--- config.mk ---
export PLATFORM = sky130hd
export DESIGN_NAME = tmr16
export DESIGN_NICKNAME = d
export VERILOG_FILES = /design/src/rtl/tmr16.sv
export SDC_FILE = /design/constraint.sdc
export NUM_CORES = 1
export LEC_CHECK = 0
export ABC_CLOCK_PERIOD_IN_PS = 3000
export CAP_MARGIN = 20
export CELL_PAD_IN_SITES_DETAIL_PLACEMENT = 0
export CELL_PAD_IN_SITES_GLOBAL_PLACEMENT = 1
export CORE_UTILIZATION = 39
export CTS_CLUSTER_DIAMETER = 120
export DETAILED_ROUTE_END_ITERATION = 16
export PLACE_DENSITY_LB_ADDON = 0.1
export RECOVER_POWER = 50
export SYNTH_ARGS = -nofsm -noshare
export SYNTH_HDL_FRONTEND = slang
export SYNTH_SLANG_ARGS = --single-unit
--- constraint.sdc ---
create_clock -name clk -period 3 [get_ports clk]
set_input_delay 0.75 -clock clk [delete_from_list [all_inputs] [get_ports clk]]
set_output_delay 0.75 -clock clk [all_outputs]
set_load 0.01 [all_outputs]
--- src/rtl/tmr16.sv ---
module tmr16 #(
  parameter int PRESCALE = 12,
  parameter int BYTE_W   = 8
) (
  input  logic              clk,
  input  logic              rst_n,
  input  logic              run,
  input  logic              ext_mode,
  input  logic              ext_pin,
  input  logic [BYTE_W-1:0] ld_data,
  input  logic              ld_lo,
  input  logic              ld_hi,
  input  logic              flag_clr,
  output logic [BYTE_W-1:0] cnt_lo,
  output logic [BYTE_W-1:0] cnt_hi,
  output logic              ovf_flag
);
  localparam int PW = (PRESCALE > 1) ? $clog2(PRESCALE) : 1;
  localparam logic [PW-1:0] PRE_LAST = PW'(PRESCALE - 1);

  logic [PW-1:0] pre;
  logic          smp;

  wire strobe   = (pre == PRE_LAST);
  wire fall     = smp & ~ext_pin;
  wire step     = run & strobe & (ext_mode ? fall : 1'b1);
  wire lo_wrap  = &cnt_lo;
  wire hi_wrap  = &cnt_hi;
  wire wrap_all = step & lo_wrap & hi_wrap;
  wire can_load = ~run;

  always_ff @(posedge clk or negedge rst_n)
    if (!rst_n)      pre <= '0;
    else if (strobe) pre <= '0;
    else             pre <= pre + 1'b1;

  always_ff @(posedge clk or negedge rst_n)
    if (!rst_n)      smp <= 1'b0;
    else if (strobe) smp <= ext_pin;

  always_ff @(posedge clk or negedge rst_n)
    if (!rst_n)                 cnt_lo <= '0;
    else if (can_load && ld_lo) cnt_lo <= ld_data;
    else if (step)              cnt_lo <= cnt_lo + 1'b1;

  always_ff @(posedge clk or negedge rst_n)
    if (!rst_n)                 cnt_hi <= '0;
    else if (can_load && ld_hi) cnt_hi <= ld_data;
    else if (step && lo_wrap)   cnt_hi <= cnt_hi + 1'b1;

  always_ff @(posedge clk or negedge rst_n)
    if (!rst_n)        ovf_flag <= 1'b0;
    else if (wrap_all) ovf_flag <= 1'b1;
    else if (flag_clr) ovf_flag <= 1'b0;
endmodule

Yosys cells after proc, flatten, opt, wreduce, memory -nomap -nowiden
Cells that the tools add are included.
{"block": "classes", "add_sub_neg": 3, "reduce_logical": 8, "mux": 8, "eq_ne": 1, "bitwise": 7}
{"cell": "8-bit two-way mux", "count": 4}
{"cell": "8-bit by 1-bit adder with 8-bit output, second input constant", "count": 2}
{"cell": "8-bit AND reduction", "count": 2}
{"cell": "2-bit nonzero test", "count": 3}
{"cell": "1-bit bitwise AND", "count": 5}
{"cell": "4-bit by 1-bit adder with 4-bit output, second input constant", "count": 1}
{"cell": "4-bit == test, second input constant", "count": 1}
{"cell": "4-bit two-way mux", "count": 1}
{"cell": "1-bit logical AND", "count": 3}
{"cell": "1-bit two-way mux", "count": 3}
{"cell": "1-bit NOT", "count": 2}
{"block": "word_totals", "register_bits": 22, "inputBits": 16}

Logic depth before layout (Yosys ltp)
{"block": "logic_depth", "word_depth": 7, "depth_mapped": 6, "depth_no_buf": 5}

Worst setup path after synthesis
No wires, ideal clock.
{"block": "synth_path", "kind": "input to register", "from": "input run", "to": "register cnt_lo[4]", "path_buffers": 1, "arrival_ns": 1.827, "cell_stages": 5, "setup_slack_ns": 1.047, "setup_time_ns": 0.126, "cell_sequence": "and4b_4 -> o21a_1 -> buf_6 -> mux2_4 -> a221o_1"}
{"block": "synth_between", "elab_chain_cells": 3}
{"element": "start, declared", "line": "7", "source": "input logic run,"}
{"element": "1-bit bitwise AND / 1-bit NOT (equally long branches)", "line": "26, 30"}
{"element": "1-bit bitwise AND / 1-bit logical AND (equally long branches)", "line": "26, 43"}
{"element": "2-bit nonzero test (no line) / 8-bit two-way mux (equally long branches)"}
{"element": "end signal, assigned", "line": "43", "source": "else if (can_load && ld_lo) cnt_lo <= ld_data;"}
{"element": "end signal, assigned", "line": "44", "source": "else if (step) cnt_lo <= cnt_lo + 1'b1;"}
{"element": "end, declared", "line": "14", "source": "output logic [BYTE_W-1:0] cnt_lo,"}
Several ways; a longest one is shown, not always the timed one.
A chain may end at the register's enable or synchronous reset.

Worst setup path after layout
{"block": "layout_path", "from": "input run", "to": "register cnt_lo[7]"}
The elaborated chain is that of the path after synthesis.

==> flow_metrics.tcl <==
set metrics [dict create \
    routabilityCongestion 0.778 \
    setup_tns_ns 0 \
    cts_tree "done" \
    period_minus_slack_ns 2.40 \
    grt_pass1_wl_um 5300 \
    rsz0062_at_grt "no" \
    clock_sinks 22 \
    synth_edf_count 0 \
    grt_overflow 0 \
    synthesis.area_sq_mm 0.00126 \
    crit_path_start_kind "input pin" \
    post-place-ws_ns 0.501 \
    setup_viol 0 \
    die_area_sq_mm 0.00347 \
    cts_hold_buf 0 \
    clkTransAtPathRegs_ns 0.14 \
    max_stage_delay_ns 0.54 \
    numCtsBuffers 3 \
    maxCapViolCount 0 \
    yosysTopAreaCell "dfrtp_1" \
    firstDrtPassIters 4 \
    htreeDepth 1 \
    insertion_delay_ns 0.32 \
    final_nets 185 \
    final_hold_viol_count 0 \
    fin_crit_sh 0.800 \
    antenna_cells 0 \
    worstPathArrival_ns 2.62 \
    wl_per_cell_um 15.6 \
    port-buffer-count 32 \
    slew_headroom 0.192 \
    core_area_sq_mm 0.00305 \
    syn_inst 129 \
    grt_usage 0.204 \
    crit_slowest_cell "clkdlybuf4s50_1" \
    worstMarginPinSlew_ns 1.21 \
    grt_pass1_vias 1103 \
    ys.flop_type "dfrtp_1" \
    rows 20 \
    clock_skew_ns 0.000954 \
    ys_top_cells_by_count "22 x dfrtp_1, 15 x nand3_1, 10 x nand2_1, 10 x nor2_1, 7 x a32oi_1" \
    die_x_um 58.9 \
    vias 1171 \
    synth.area.top_cells "dfrtp_1 44%, nand3_1 6.0%, a32oi_1 4.9%" \
    end_kind "register" \
    grt_max_degree 23 \
    powerDensity_mw_per_mm2 468 \
    io-pin-count 33 \
    drtAntennaViolNets 0 \
    synth_top_area_frac 0.437 \
    cts_resized 0 \
    syn_nets 148 \
    antenna_found_initial 0 \
    drive_gt1_frac 0.0909 \
    synth_seq_cells 22 \
    vias_per_cell 5.60 \
    hold_class "register to register" \
    cp_max_fo 9 \
    dp_hpwl_um 2380 \
    leakagePower_nw 0.652 \
    clock-root-buffer "clkbuf_4" \
    status "finished, final reports clean" \
    slew_violations 0 \
    ys_types 34 \
    yosysSeqAreaShare 0.437 \
    synthArstFlopShare 1.00 \
    syn_area_per_cell_sq_um 9.78 \
    irDropWorstVdd_v 0.000207 \
    die-height_um 58.9 \
    fin_ws_ns 0.600 \
    area_delta_synth_final_pct 33.3 \
    crit_type "input pin to register" \
    cts_setup_buffers 0 \
    drc 0 \
    clockBufferDepth 2 \
    yosysWarningCount 0 \
    path_cells "clkdlybuf4s50_1 > and4b_4 > o21a_1 > clkbuf_1 > mux2i_1 > a221o_1" \
    synth_most_common_cell "dfrtp_1" \
    worst_ep_required_time_ns 3.22 \
    timing.fmax_mhz 417 \
    route.final.wire_length_um 3260 \
    start_util 0.413 \
    drt-initial-drc-count 46 \
]
==> kinds of logic after synthesis <==
| family | count (synthesis) | share of synthesized area |
|---|---|---|
| simple gates | 60 | 0.247 |
| compound gates | 25 | 0.162 |
| flops | 22 | 0.437 |
| buf+inv | 9 | 0.0387 |
| mux | 9 | 0.0794 |
| fa+ha+maj | 3 | 0.0298 |
| xor+xnor | 1 | 0.00695 |
==> through the flow <==
stage / total power [mW] / instance area, sq um / utilization / hold slack [ns] / instances
CTS: 0.791 / 1690 / 0.553 / 0.483 / 209
finish: 0.787 / 1680 / 0.551 / 0.475 / 209
detailed placement: 0.555 / 1640 / 0.536 / 0.463 / 205
global placement: 0.552 / 1640 / 0.536 / 0.454 / 205
floorplan: 0.441 / 1260 / - / 0.432 / 129
global route: 0.824 / 1680 / 0.551 / 0.494 / 209
==> sequential cells by signal (all words and copies together), names as in the netlist <==
name	count
ovf_flag	1
smp	1
cnt_lo	8
pre	4
cnt_hi	8
==> power by group <==
group / total [mW] / internal [mW] / switching (mW)
combinational: 0.179 / 0.101 / 0.0783
sequential: 0.369 / 0.326 / 0.0424
clock: 0.239 / 0.135 / 0.104
total: 0.787 / 0.563 / 0.225
==> final timing paths <==
check | from | endpoint | slack [ns] | cells past startpoint
hold / removal | pre[0]$_DFF_PN0_ | pre[0]$_DFF_PN0_ | 0.47 | 1
setup / recovery | run | cnt_lo[7]$_DFFE_PN0P_ | 0.60 | 6
setup reg to reg | pre[0]$_DFF_PN0_ | cnt_lo[7]$_DFFE_PN0P_ | 0.96 | 6
max in group asynchronous | rst_n | cnt_hi[3]$_DFFE_PN0P_ | 1.11 | 2
min in group asynchronous | rst_n | cnt_hi[6]$_DFFE_PN0P_ | 1.18 | 2
hold reg to reg | pre[0]$_DFF_PN0_ | pre[0]$_DFF_PN0_ | 0.47 | 1
==> critical path, delay by kind of cell <==
kind                   cells  cell delay (ns)
buffers and inverters      2             0.96
AOI/OAI and AO/OA          2             0.47
muxes                      1             0.15
and+or+nand+nor            1             0.29
==> layout by cell type, fill, tap and decap left out <==
master	count
clkbuf_1	2
dfrtp_1	22
buf_4	2
nor2_1	10
nand3_1	15
o32ai_1	1
nand4_1	1
o211ai_1	1
a211oi_1	1
mux2_4	1
nand2b_1	3
nor2b_1	3
clkdlybuf4s50_1	30
and3_1	1
a22oi_1	1
bufinv_16	1
inv_1	5
o22ai_1	2
o21a_1	1
o2111ai_2	1
or3_1	6
and4_1	1
a221o_1	4
and4b_4	1
mux2i_1	4
nor4_1	3
clkbuf_4	3
o2111a_1	1
dlygate4sd3_1	2
or2_2	2
nand2_1	10
nor3_1	4
o21ai_1	1
xnor2_1	1
ha_1	3
o21ai_0	4
mux2_2	4
a32oi_1	7
==> final cells by class <==
| class | instances | area (sq um) |
|---|---|---|
| clock buffers | 3 | 22.5 |
| inverters | 5 | 18.8 |
| flip-flops and latches | 22 | 551 |
| fillers | 286 | 1370 |
| repair buffers | 36 | 343 |
| clock inverters | 1 | 30.0 |
| multi-input cells | 98 | 662 |
| well taps | 44 | 55.1 |
==> layer usage <==
| metal | wire (um) | track usage | vias up | share of wire |
|---|---|---|---|---|
| met5 | 0 | 0 | - | 0 |
| li1 | - | - | 561 | - |
| met4 | 27 | 0.0612 | 0 | 0.0083 |
| met3 | 159 | 0.0220 | 4 | 0.049 |
| met2 | 1540 | 0.315 | 38 | 0.47 |
| met1 | 1540 | 0.300 | 568 | 0.47 |
No activity file was read; power rests on OpenSTA's default activity.
